--- config.mk ---
export PLATFORM = sky130hd
export DESIGN_NAME = grpirq_top
export DESIGN_NICKNAME = d
export VERILOG_FILES = /design/src/rtl/grpirq_pkg.sv /design/src/rtl/grpirq_counter.sv /design/src/rtl/grpirq_flags.sv /design/src/rtl/grpirq_master.sv /design/src/rtl/grpirq_top.sv
export SDC_FILE = /design/constraint.sdc
export NUM_CORES = 1
export LEC_CHECK = 0
export ABC_AREA = 1
export BUFFER_PORTS_ARGS = -buffer_cell sky130_fd_sc_hd__buf_2
export CORE_MARGIN = 2
export CORE_UTILIZATION = 62
export CTS_CLUSTER_SIZE = 25
export DETAILED_ROUTE_END_ITERATION = 16
export GPL_TIMING_DRIVEN = 0
export PLACE_DENSITY = 0.8
export SLEW_MARGIN = 20
export SYNTH_ARGS = -nofsm -noshare
export SYNTH_HDL_FRONTEND = slang
export SYNTH_SLANG_ARGS = --single-unit
--- constraint.sdc ---
create_clock -name clk -period 2.27 [get_ports clk]
set_input_delay 0.1135 -clock clk [delete_from_list [all_inputs] [get_ports clk]]
set_output_delay 0.1135 -clock clk [all_outputs]
set_load 0.01 [all_outputs]
--- src/rtl/grpirq_pkg.sv ---
package grpirq_pkg;
    localparam int NUM_GRP = 2;
    localparam int ADDR_W  = 4;
    localparam int WIN_W   = 5;

    localparam logic [ADDR_W-1:0] A_STATUS    = 4'h0;
    localparam logic [ADDR_W-1:0] A_MCTL      = 4'h1;
    localparam logic [ADDR_W-1:0] A_FLAG_BASE = 4'h2;
    localparam logic [ADDR_W-1:0] A_CLRB_BASE = 4'h4;
    localparam logic [ADDR_W-1:0] A_EN_BASE   = 4'h6;
    localparam logic [ADDR_W-1:0] A_CNT_BASE  = 4'h8;
    localparam int CNT_SLOTS = 4;

    // flag bit positions (decoded by software, so fixed)
    localparam int B_RDY  = 0;
    localparam int B_EXP  = 1;
    localparam int B_WAIT = 5;
    localparam int B_PTC  = 6;
    localparam int B_STC  = 7;

    // clear register A / B bit positions
    localparam int C_WAIT = 3;
    localparam int C_PTC  = 4;
    localparam int C_STC  = 5;
    localparam int C_DMA  = 6;
    localparam int C_FIFO = 7;
    localparam int C_EXP  = 0;

    typedef enum logic [1:0] {
        CNT_IDLE = 2'd0,
        CNT_RUN  = 2'd1,
        CNT_DONE = 2'd2
    } cnt_state_e;

    typedef enum logic [1:0] {
        IRQ_OFF    = 2'd0,
        IRQ_QUIET  = 2'd1,
        IRQ_RAISED = 2'd2
    } irq_state_e;
endpackage

--- src/rtl/grpirq_counter.sv ---
module grpirq_counter
    import grpirq_pkg::*;
#(
    parameter int CNT_W = 32
) (
    input  logic                  clk,
    input  logic                  rst_n,
    input  logic [CNT_W/8-1:0]    byte_we_i,
    input  logic [7:0]            wdata_i,
    input  logic                  sample_i,
    output logic                  expire_o,
    output logic [CNT_W-1:0]      shadow_o
);
    localparam int NBYTES = CNT_W / 8;

    cnt_state_e       state_q, state_d;
    logic [CNT_W-1:0] remain_q;
    logic [CNT_W-1:0] load_val;
    logic             arm;

    assign arm      = byte_we_i[NBYTES-1];
    assign load_val = {wdata_i, shadow_o[CNT_W-9:0]};

    for (genvar i = 0; i < NBYTES; i++) begin : g_byte
        always_ff @(posedge clk or negedge rst_n) begin
            if (!rst_n)
                shadow_o[8*i +: 8] <= '0;
            else if (byte_we_i[i])
                shadow_o[8*i +: 8] <= wdata_i;
        end
    end

    // state register
    always_ff @(posedge clk or negedge rst_n) begin
        if (!rst_n) begin
            state_q  <= CNT_IDLE;
            remain_q <= '0;
        end else begin
            state_q <= state_d;
            if (arm)
                remain_q <= load_val;
            else if (state_q == CNT_RUN && sample_i)
                remain_q <= remain_q - CNT_W'(1);
        end
    end

    // next state and outputs
    always_comb begin
        state_d  = state_q;
        expire_o = 1'b0;
        if (arm) begin
            state_d = (load_val != '0) ? CNT_RUN : CNT_IDLE;
        end else begin
            unique case (state_q)
                CNT_IDLE: state_d = CNT_IDLE;
                CNT_RUN: begin
                    if (sample_i && remain_q == CNT_W'(1)) begin
                        state_d  = CNT_DONE;
                        expire_o = 1'b1;
                    end
                end
                CNT_DONE: state_d = CNT_DONE;
                default:  state_d = CNT_IDLE;
            endcase
        end
    end


    run_nonzero_chk: assert property (@(posedge clk) disable iff (!rst_n)
        state_q == CNT_RUN |-> remain_q != '0);


    done_hold_chk: assert property (@(posedge clk) disable iff (!rst_n)
        (state_q == CNT_DONE && !arm) |=> state_q == CNT_DONE);
endmodule

--- src/rtl/grpirq_flags.sv ---
module grpirq_flags
    import grpirq_pkg::*;
(
    input  logic       clk,
    input  logic       rst_n,
    input  logic       fifo_nempty_i,
    input  logic       waited_ev_i,
    input  logic       ptc_ev_i,
    input  logic       stc_ev_i,
    input  logic       expire_ev_i,
    input  logic       clra_we_i,
    input  logic       clrb_we_i,
    input  logic       en_we_i,
    input  logic [7:0] wdata_i,
    output logic [7:0] flags_o,
    output logic [7:0] enable_o,
    output logic       pending_o,
    output logic       dma_rst_o,
    output logic       fifo_rst_o
);
    logic rdy_q, exp_q, wait_q, ptc_q, stc_q;
    logic clr_wait, clr_ptc, clr_stc, clr_exp;

    assign clr_wait = clra_we_i && wdata_i[C_WAIT];
    assign clr_ptc  = clra_we_i && wdata_i[C_PTC];
    assign clr_stc  = clra_we_i && wdata_i[C_STC];
    assign clr_exp  = clrb_we_i && wdata_i[C_EXP];

    always_ff @(posedge clk or negedge rst_n) begin
        if (!rst_n) begin
            rdy_q      <= 1'b0;
            exp_q      <= 1'b0;
            wait_q     <= 1'b0;
            ptc_q      <= 1'b0;
            stc_q      <= 1'b0;
            enable_o   <= '0;
            dma_rst_o  <= 1'b0;
            fifo_rst_o <= 1'b0;
        end else begin
            rdy_q      <= fifo_nempty_i;
            exp_q      <= expire_ev_i | (exp_q  & ~clr_exp);
            wait_q     <= waited_ev_i | (wait_q & ~clr_wait);
            ptc_q      <= ptc_ev_i    | (ptc_q  & ~clr_ptc);
            stc_q      <= stc_ev_i    | (stc_q  & ~clr_stc);
            dma_rst_o  <= clra_we_i && wdata_i[C_DMA];
            fifo_rst_o <= clra_we_i && wdata_i[C_FIFO];
            if (en_we_i)
                enable_o <= wdata_i;
        end
    end

    always_comb begin
        flags_o         = '0;
        flags_o[B_RDY]  = rdy_q;
        flags_o[B_EXP]  = exp_q;
        flags_o[B_WAIT] = wait_q;
        flags_o[B_PTC]  = ptc_q;
        flags_o[B_STC]  = stc_q;
    end

    assign pending_o = |(flags_o & enable_o);


    sticky_hold_chk: assert property (@(posedge clk) disable iff (!rst_n)
        (wait_q && !clr_wait) |=> wait_q);


    set_wins_chk: assert property (@(posedge clk) disable iff (!rst_n)
        waited_ev_i |=> wait_q);


    exp_clra_chk: assert property (@(posedge clk) disable iff (!rst_n)
        (exp_q && !clrb_we_i) |=> exp_q);


    rst_pulse_chk: assert property (@(posedge clk) disable iff (!rst_n)
        dma_rst_o |-> $past(clra_we_i && wdata_i[C_DMA]));
endmodule

--- src/rtl/grpirq_master.sv ---
module grpirq_master
    import grpirq_pkg::*;
#(
    parameter int LINE_W = 2
) (
    input  logic                      clk,
    input  logic                      rst_n,
    input  logic                      ctl_we_i,
    input  logic [7:0]                wdata_i,
    input  logic                      pending_i,
    output logic [7:0]                ctl_o,
    output logic [(1<<LINE_W)-2:0]    irq_line_o,
    output logic                      irq_od_o
);
    localparam int NLINES = (1 << LINE_W) - 1;

    irq_state_e        state_q, state_d;
    logic [LINE_W-1:0] line_sel;

    assign line_sel = ctl_o[LINE_W-1:0];

    always_ff @(posedge clk or negedge rst_n) begin
        if (!rst_n)
            ctl_o <= '0;
        else if (ctl_we_i)
            ctl_o <= wdata_i;
    end

    // state register
    always_ff @(posedge clk or negedge rst_n) begin
        if (!rst_n)
            state_q <= IRQ_OFF;
        else
            state_q <= state_d;
    end

    always_comb begin
        state_d = state_q;
        unique case (state_q)
            IRQ_OFF, IRQ_QUIET, IRQ_RAISED: begin
                if (line_sel == '0)
                    state_d = IRQ_OFF;
                else if (pending_i)
                    state_d = IRQ_RAISED;
                else
                    state_d = IRQ_QUIET;
            end
            default: state_d = IRQ_OFF;
        endcase
    end

    // outputs
    always_comb begin
        for (int i = 0; i < NLINES; i++)
            irq_line_o[i] = (state_q == IRQ_RAISED) && (line_sel == LINE_W'(i + 1));
        irq_od_o = ctl_o[LINE_W];
    end


    off_chk: assert property (@(posedge clk) disable iff (!rst_n)
        (line_sel == '0) |=> irq_line_o == '0);


    onehot_chk: assert property (@(posedge clk) disable iff (!rst_n)
        $onehot0(irq_line_o));


    drop_chk: assert property (@(posedge clk) disable iff (!rst_n)
        !pending_i |=> irq_line_o == '0);
endmodule

--- src/rtl/grpirq_top.sv ---
module grpirq_top
    import grpirq_pkg::*;
#(
    parameter int CNT_W  = 32,
    parameter int LINE_W = 2
) (
    input  logic                    clk,
    input  logic                    rst_n,
    input  logic                    bus_we,
    input  logic [ADDR_W-1:0]       bus_addr,
    input  logic [7:0]              bus_wdata,
    output logic [7:0]              bus_rdata,
    input  logic [NUM_GRP-1:0]      fifo_nempty_i,
    input  logic [NUM_GRP-1:0]      sample_i,
    input  logic [NUM_GRP-1:0]      waited_i,
    input  logic [NUM_GRP-1:0]      ptc_i,
    input  logic [NUM_GRP-1:0]      stc_i,
    output logic [(1<<LINE_W)-2:0]  irq_line_o,
    output logic                    irq_od_o,
    output logic [NUM_GRP-1:0]      dma_rst_o,
    output logic [NUM_GRP-1:0]      fifo_rst_o
);
    localparam int NBYTES = CNT_W / 8;

    logic [WIN_W-1:0]   win_q;
    logic [7:0]         ctl;
    logic [7:0]         flags  [NUM_GRP];
    logic [7:0]         enable [NUM_GRP];
    logic [CNT_W-1:0]   shadow [NUM_GRP];
    logic [NUM_GRP-1:0] pending;
    logic [NUM_GRP-1:0] expire;

    always_ff @(posedge clk or negedge rst_n) begin
        if (!rst_n)
            win_q <= '0;
        else if (bus_we && bus_addr == A_STATUS)
            win_q <= bus_wdata[WIN_W-1:0];
    end

    for (genvar g = 0; g < NUM_GRP; g++) begin : g_grp
        logic [NBYTES-1:0] cnt_we;
        for (genvar i = 0; i < NBYTES; i++) begin : g_we
            assign cnt_we[i] = bus_we &&
                (bus_addr == A_CNT_BASE + ADDR_W'(g * CNT_SLOTS + i));
        end

        grpirq_counter #(.CNT_W(CNT_W)) cnt_i (
            .clk       (clk),
            .rst_n     (rst_n),
            .byte_we_i (cnt_we),
            .wdata_i   (bus_wdata),
            .sample_i  (sample_i[g]),
            .expire_o  (expire[g]),
            .shadow_o  (shadow[g])
        );

        grpirq_flags flg_i (
            .clk           (clk),
            .rst_n         (rst_n),
            .fifo_nempty_i (fifo_nempty_i[g]),
            .waited_ev_i   (waited_i[g]),
            .ptc_ev_i      (ptc_i[g]),
            .stc_ev_i      (stc_i[g]),
            .expire_ev_i   (expire[g]),
            .clra_we_i     (bus_we && bus_addr == A_FLAG_BASE + ADDR_W'(g)),
            .clrb_we_i     (bus_we && bus_addr == A_CLRB_BASE + ADDR_W'(g)),
            .en_we_i       (bus_we && bus_addr == A_EN_BASE + ADDR_W'(g)),
            .wdata_i       (bus_wdata),
            .flags_o       (flags[g]),
            .enable_o      (enable[g]),
            .pending_o     (pending[g]),
            .dma_rst_o     (dma_rst_o[g]),
            .fifo_rst_o    (fifo_rst_o[g])
        );
    end

    grpirq_master #(.LINE_W(LINE_W)) mst_i (
        .clk        (clk),
        .rst_n      (rst_n),
        .ctl_we_i   (bus_we && bus_addr == A_MCTL),
        .wdata_i    (bus_wdata),
        .pending_i  (|pending),
        .ctl_o      (ctl),
        .irq_line_o (irq_line_o),
        .irq_od_o   (irq_od_o)
    );

    always_comb begin
        bus_rdata = '0;
        if (bus_addr == A_STATUS)
            bus_rdata = {1'b0, win_q, pending[1], pending[0]};
        if (bus_addr == A_MCTL)
            bus_rdata = ctl;
        for (int g = 0; g < NUM_GRP; g++) begin
            if (bus_addr == A_FLAG_BASE + ADDR_W'(g))
                bus_rdata = flags[g];
            if (bus_addr == A_EN_BASE + ADDR_W'(g))
                bus_rdata = enable[g];
            for (int i = 0; i < NBYTES; i++)
                if (bus_addr == A_CNT_BASE + ADDR_W'(g * CNT_SLOTS + i))
                    bus_rdata = shadow[g][8*i +: 8];
        end
    end
endmodule

After elaboration in Yosys (flattened, before gate mapping)
Cells that the tools add are included.
{"block": "totals", "output_inout_bits": 16, "in_bits": 25, "mem_bits_rw": 0, "romBits": 0, "ff_bits": 177, "latchBits": 0, "memories": 0, "wordCells": 168}
{"block": "classes", "n_reduce_logical": 46, "n_eq_ne": 28, "shift": 0, "div": 0, "mux": 35, "add_sub_neg": 2, "n_mul": 0, "n_bitwise": 26, "magnitude_cmp": 0}
{"op": "two-way mux 32 bit", "n": 4}
{"op": "two-way mux 8 bit", "n": 13}
{"op": "equality test 32 x 1 -> 1 bit, second input constant", "n": 2}
{"op": "nonzero test 32 bit", "n": 2}
{"op": "subtractor 32 x 1 -> 32 bit, second input constant", "n": 2}
{"op": "logical AND 1 bit", "n": 35}
{"op": "equality test 4 bit, second input constant", "n": 8}
{"op": "bitwise AND 8 bit", "n": 2}
{"op": "equality test 4 x 3 -> 1 bit, second input constant", "n": 4}
{"op": "OR reduction 16 bit", "n": 1}
{"op": "OR reduction 8 bit", "n": 2}
{"op": "two-way mux 2 bit", "n": 7}
{"op": "equality test 2 bit, second input constant", "n": 5}
{"op": "bitwise AND 1 bit", "n": 8}
{"op": "equality test 2 x 1 -> 1 bit, second input constant", "n": 4}
{"op": "equality test 4 x 2 -> 1 bit, second input constant", "n": 2}
{"op": "two-way mux 1 bit", "n": 8}
{"op": "NOT 1 bit", "n": 8}
{"op": "bitwise OR 1 bit", "n": 8}
{"op": "case mux 2 bit (2 select lines)", "n": 2}
{"op": "two-way mux 7 bit", "n": 1}
{"op": "inequality test 3 x 2 -> 1 bit, second input constant", "n": 2}
{"op": "equality test 4 x 1 -> 1 bit, second input constant", "n": 1}
{"op": "zero test 2 bit", "n": 2}
{"op": "3 further kinds", "n": 4}

Depth between registers and ports, before layout
{"block": "depth", "depth_word": 16, "mapped_depth": 12, "ltp_nobuf": 12}

Hierarchy
Synthesis repeated with hierarchy kept, for this count alone.
{"block": "hier_totals", "cells_unflattened": 1470, "area_unflattened_um2": 10566.4}
{"mod": "grpirq_counter (g_grp[0].cnt_i)", "area_per_inst_um2": 3789.9, "n_inst": 1, "cells_per_inst": 511}
{"mod": "grpirq_counter (g_grp[1].cnt_i)", "area_per_inst_um2": 3747.3, "n_inst": 1, "cells_per_inst": 509}
{"mod": "grpirq_flags", "area_per_inst_um2": 651.9, "n_inst": 2, "cells_per_inst": 72}
{"mod": "grpirq_top", "area_per_inst_um2": 1297.5, "n_inst": 1, "cells_per_inst": 255}
{"mod": "grpirq_master", "area_per_inst_um2": 427.9, "n_inst": 1, "cells_per_inst": 51}

Worst setup path before layout
Ideal clock, no wire load.
{"block": "synth_timing", "path_kind": "reg2reg", "startpoint": "register g_grp[0].cnt_i.remain_q[0]", "endpoint": "register g_grp[0].cnt_i.remain_q[12]", "required_time_ns": 2.183, "t_arrival_ns": 1.706, "setup_time_ns": 0.087, "n_path_buf": 0, "slack_ns": 0.478, "stages_incl_launch_ff": 12, "period_less_slack_ns": 1.792, "cell_sequence": "dfrtp_1 > inv_1 > ha_1 > nand2_1 > nor2_2 > nand2_1 > inv_1 > nand2_1 > or2_2 > o31ai_1 > nand2_1 > o211ai_1"}
{"block": "synth_between", "elab_chain_cells": 3}
{"element": "start: declaration", "line": "grpirq_counter.sv:17", "text": "logic [CNT_W-1:0] remain_q;"}
{"element": "start signal: assignment", "line": "grpirq_counter.sv:41", "text": "remain_q <= load_val;"}
{"element": "start signal: assignment", "line": "grpirq_counter.sv:43", "text": "remain_q <= remain_q - CNT_W'(1);"}
{"element": "subtractor 32 x 1 -> 32 bit", "line": "grpirq_counter.sv:43"}
{"element": "two-way mux 32 bit", "line": "grpirq_counter.sv:42", "text": "else if (state_q == CNT_RUN && sample_i)"}
{"element": "two-way mux 32 bit", "line": "grpirq_counter.sv:40", "text": "if (arm)"}
Every way passes these cells. The select of a mux whose other input is x is not followed.
A chain may end at the register's enable or synchronous reset.

Worst setup path in the final report
{"block": "layout_timing", "startpoint": "register win_q[4]", "endpoint": "output port bus_rdata[6]"}
{"block": "layout_between", "elab_chain_cells": 14}
{"element": "start: declaration", "line": "grpirq_top.sv:25", "text": "logic [WIN_W-1:0] win_q;"}
{"element": "start signal: assignment", "line": "grpirq_top.sv:37", "text": "win_q <= bus_wdata[WIN_W-1:0];"}
{"element": "two-way mux 7 bit", "line": "grpirq_top.sv:90", "text": "if (bus_addr == A_STATUS)"}
{"element": "two-way mux 8 bit", "line": "grpirq_top.sv:92", "text": "if (bus_addr == A_MCTL)"}
{"element": "two-way mux 8 bit", "line": "grpirq_top.sv:95", "text": "if (bus_addr == A_FLAG_BASE + ADDR_W'(g))"}
{"element": "two-way mux 8 bit", "line": "grpirq_top.sv:97", "text": "if (bus_addr == A_EN_BASE + ADDR_W'(g))"}
{"element": "two-way mux 8 bit (4 in series)", "line": "grpirq_top.sv:100", "text": "if (bus_addr == A_CNT_BASE + ADDR_W'(g * CNT_SLOTS + i))"}
{"element": "two-way mux 8 bit", "line": "grpirq_top.sv:95"}
{"element": "two-way mux 8 bit", "line": "grpirq_top.sv:97"}
{"element": "two-way mux 8 bit (4 in series)", "line": "grpirq_top.sv:100"}
{"element": "end: declaration", "line": "grpirq_top.sv:12", "text": "output logic [7:0] bus_rdata,"}
Every way passes these cells.

==> summary.txt <==
Run status
  – Status: finished clean

Worst setup path
  – CP bufs+invs: 1
  – Worst Setup End Kind: primary output
  – Critical path's top delay family: simple AND/OR/NAND/NOR gates
  – Kind of critical path: flop to primary output
  – Slowest stage delay, CP: roughly 0.39 ns
  – CP startpoint kind: flop
  – CP Cell Sequence: nand2_1 -> nand3_1 -> nor2_1 -> nand4_1 -> a21oi_1 -> nand3_1 -> nand2_1 -> nand4_1 -> buf_2
  – Critical Path AT: approximately 2 ns
  – Worst path required time: between 2 and 2.5 ns
  – Crit-path slowest cell: dfrtp_1
  – Reg-to-Reg End: g_grp[1].cnt_i.remain_q[30]$_DFFE_PN0P_
  – FF-to-FF path depth: 10
  – Reg2reg start: g_grp[1].cnt_i.remain_q[0]$_DFFE_PN0P_
  – R2R setup slack: 0.14 ns
  – Crit Path Max Fanout: 2

Placed design
  – HPWL after DPL: a little under 20 mm
  – Input/output buffers: 40
  – Inst Count DP: 1444
  – Final Wtd Congestion: approximately 0.98

Floorplan
  – Chip width: around 130 um
  – DIE HEIGHT: 127.7 um
  – Initial core utilization: a little over three fifths
  – # rows: between 40 and 50
  – Num ports: 41
  – Core Box Area: around 15000 um^2
  – Die Footprint: roughly 16000 um^2

Hold path
  – Hold crit path type: primary input to flop
  – Hold Path Stages: 3
  – Worst Hold Launch: bus_wdata[7]
  – Min-Delay Endpoint: g_grp[0].cnt_i.shadow_o[31]$_DFFE_PN0P_

Layout
  – Most common cell after layout, fill and taps aside: nand2_1
  – FF/Latch Area: roughly 4400 um^2
  – Final core occ: between 70% and 80%
  – Nets@finish: 1320
  – Layout cell share with drive strength beyond 1: between 10% and 20%
  – Fill cells: about 1200
  – Most frequent cells in the layout: nand2_1 (388), dfrtp_1 (177), inv_1 (122), o21ai_0 (104), nor2_1 (97)
  – Fin cells: roughly 1500
  – Footprint of the multi-input gates: ~4400 um^2
  – Layout area overhead: 13.28%
  – Antenna diode count: 0

Yosys
  – Area leader, netlist: dfrtp_1
  – Yosys top cell area share: between 40% and 50%
  – Cell count after synthesis: between 1000 and 1500
  – Register area share after synthesis: between 40% and 50%
  – Synth Cell Area: 9494 um^2
  – Primary FF master, synth: dfrtp_1
  – EDFF count, synth: 0
  – Post-synth ARST share: between 90% and 100%
  – Synthesized flop and latch total: between 150 and 200
  – Area contributors post-synth: dfrtp_1 (47%), nand2_1 (15%), o21ai_0 (5.5%), inv_1 (4.8%), nor2_1 (3.9%)
  – Ys Warns: 0
  – Synth cell types: 44
  – Post-Syn Area per Cell: around 7.8 um^2
  – Mapped Nets: between 1000 and 1500

CTS
  – Root Buffer: clkbuf_16
  – H-tree depth: 4
  – Clock latency on the worst-skew pair: roughly 0.44 ns
  – Maximum root-to-sink buffer count: 2
  – Num CTS Buffers: 17
  – CTS tree: yes
  – Clk sink count: 177
  – Clk slew on worst S/H paths: roughly 0.070 ns

Routing
  – DR iter-0 viols: roughly 1100
  – DR vias: about 9000
  – Post-route DRC: 0
  – First-pass DRT Iterations: 5
  – Total Wirelength: about 27 mm
  – Vias per cell: between 6 and 7
  – Routed len/inst: about 18 um
  – Antenna Nets Post-Route: 0

Pwr
  – Pleak: between 5 and 6 nW
  – Sw Share: roughly 37%
  – P_sw: between 0.003 and 0.004 W
  – Power share of the clock group: around 30%
  – Maximum VDD drop: 639.1 uV
  – Register share of total power: between 40% and 50%
  – Logic pwr share: 27.4%
  – Internal power: 0.006851 W
  – P per Cell Area: between 1000 and 1500 nW/um^2

GRT
  – Global-route wire length before repair: 43.58 mm
  – Largest net degree at the start of global routing: 95
  – Total gr overflow: 0
  – GRT Total Usage: about a third
  – Vias in the first global route: approximately 8300
  – Initial antenna violation count: 0

Timing
  – Fin. max-slew vios: 0
  – Final setup viols: 0
  – Relative slew slack: between 40% and 50%
  – Skew final: 0.01376 ns
  – Tmin final: 2.178 ns
  – Hold Fails Final Rpt: 0
  – Slew @ Worst Pin: 0.8191 ns
  – RSZ-0062 raised after global routing: true
  – Max Fclk: approximately 460 MHz
  – Fin crit share: 95.93%

Job
  – Max Cap Viol: 0
timing repair:
item,4_1_cts,5_1_grt
endpoints found under the hold margin,98,0
resized for setup,0,6
hold buffers,12,0
setup endpoints to repair,0,9
buffers inserted,0,2
synthesized netlist by cell type, types with 3 or more instances:
master	instances
o311ai_0	4
nor2_1	98
o211ai_1	26
nand4_1	34
nand2_4	5
buf_4	5
o2111ai_1	3
clkbuf_1	23
a21oi_1	17
nor2_2	9
nand3_1	52
nor2_8	3
nor4_1	14
xor2_1	26
nor3_1	15
o21ai_0	105
ha_1	6
o21bai_1	3
nor3_2	3
nand2_2	4
inv_2	6
dfrtp_1	177
nand2_1	388
buf_2	9
o221ai_1	21
xnor2_1	11
inv_1	122
nor2_4	4
metal layers:
layer	GRT usage [%]	up-vias	wire, um
li1	-	4152	-
met1	50.43	4251	11860
met2	52.15	481	12000
met3	8.180	74	2690
met4	10.92	0	760
met5	0	-	0
area by class of cell:
class,count,area share [%]
Sequential cell,177,41.18
Timing Repair Buffer,55,3.467
Inverter,129,4.525
Clock inverter,13,1.873
Multi-Input combinational cell,870,41.00
Tap cell,188,2.187
Clock buffer,18,3.990
Buffer,39,1.780
through the flow:
| stage | setup WS [ns] | cell area, um^2 | setup TNS [ns] | hold slack [ns] | power, W |
|---|---|---|---|---|---|
| after detailed placement | 0.1136 | 9967 | 0 | 0.1537 | 0.007483 |
| final | 0.09243 | 10760 | 0 | 0.01286 | 0.01079 |
| after global routing | -0.05012 | 10760 | -0.05012 | 0.01997 | 0.01139 |
| after CTS | 0.09154 | 10720 | 0 | 0.0007467 | 0.01068 |
| after floorplan | 0.4776 | 9494 | 0 | -0.1821 | 0.006613 |
| after global placement | -1.718 | 9930 | -301.69 | 0.2208 | 0.007368 |
kinds of logic (layout without fill, tap and decap cells):
group | after synthesis | in the layout | synth area share [%]
buf+inv | 168 | 254 | 7.143
simple gates | 636 | 636 | 29.67
flops | 177 | 177 | 46.65
compound gates | 191 | 191 | 12.34
xor+xnor | 37 | 37 | 3.413
fa+ha+maj | 6 | 6 | 0.7907
worst reg2reg max path, delay by kind of cell, from the launching register on:
| kind | cells | cell delay (ns) |
|---|---|---|
| AND/OR/NAND/NOR | 6 | 1.04 |
| flip-flops | 1 | 0.41 |
| buffers and inverters | 2 | 0.21 |
| adder cells (fa/ha/maj) | 1 | 0.17 |
| XOR/XNOR | 1 | 0.17 |
worst max path at each step:
stage,from,end,cells after the start
finish,win_q[4]$_DFFE_PN0P_,bus_rdata[6],9
detailed placement,g_grp[0].cnt_i.remain_q[0]$_DFFE_PN0P_,g_grp[0].cnt_i.remain_q[28]$_DFFE_PN0P_,11
floorplan,g_grp[0].cnt_i.remain_q[0]$_DFFE_PN0P_,g_grp[0].cnt_i.remain_q[12]$_DFFE_PN0P_,11
global route,g_grp[0].flg_i.ptc_q$_DFF_PN0_,bus_rdata[0],11
CTS,g_grp[0].cnt_i.remain_q[0]$_DFFE_PN0P_,g_grp[0].cnt_i.remain_q[28]$_DFFE_PN0P_,11
global placement,rst_n,g_grp[1].cnt_i.state_q[1]$_DFFE_PN0P_,1
sequential cells by signal, summed over array words and instances, names as in the netlist:
register	cells
g_grp.cnt_i.shadow_o	64
g_grp.flg_i.wait_q	2
win_q	5
mst_i.state_q	2
g_grp.cnt_i.state_q	4
g_grp.flg_i.ptc_q	2
g_grp.flg_i.exp_q	2
g_grp.flg_i.stc_q	2
g_grp.cnt_i.remain_q	64
g_grp.flg_i.rdy_q	2
mst_i.ctl_o	8
g_grp.flg_i.enable_o	16
g_grp.flg_i.dma_rst_o	2
g_grp.flg_i.fifo_rst_o	2
power by group through the flow:
stage	Sequential (W)	Combinational, W	Clock [W]
floorplan	0.00445	0.00217	0
global placement	0.00464	0.00273	0
detailed placement	0.00465	0.00284	0
CTS	0.00461	0.00288	0.00319
global route	0.00474	0.00332	0.00334
finish	0.00465	0.00295	0.00319
No activity file was read; power rests on OpenSTA's default activity.
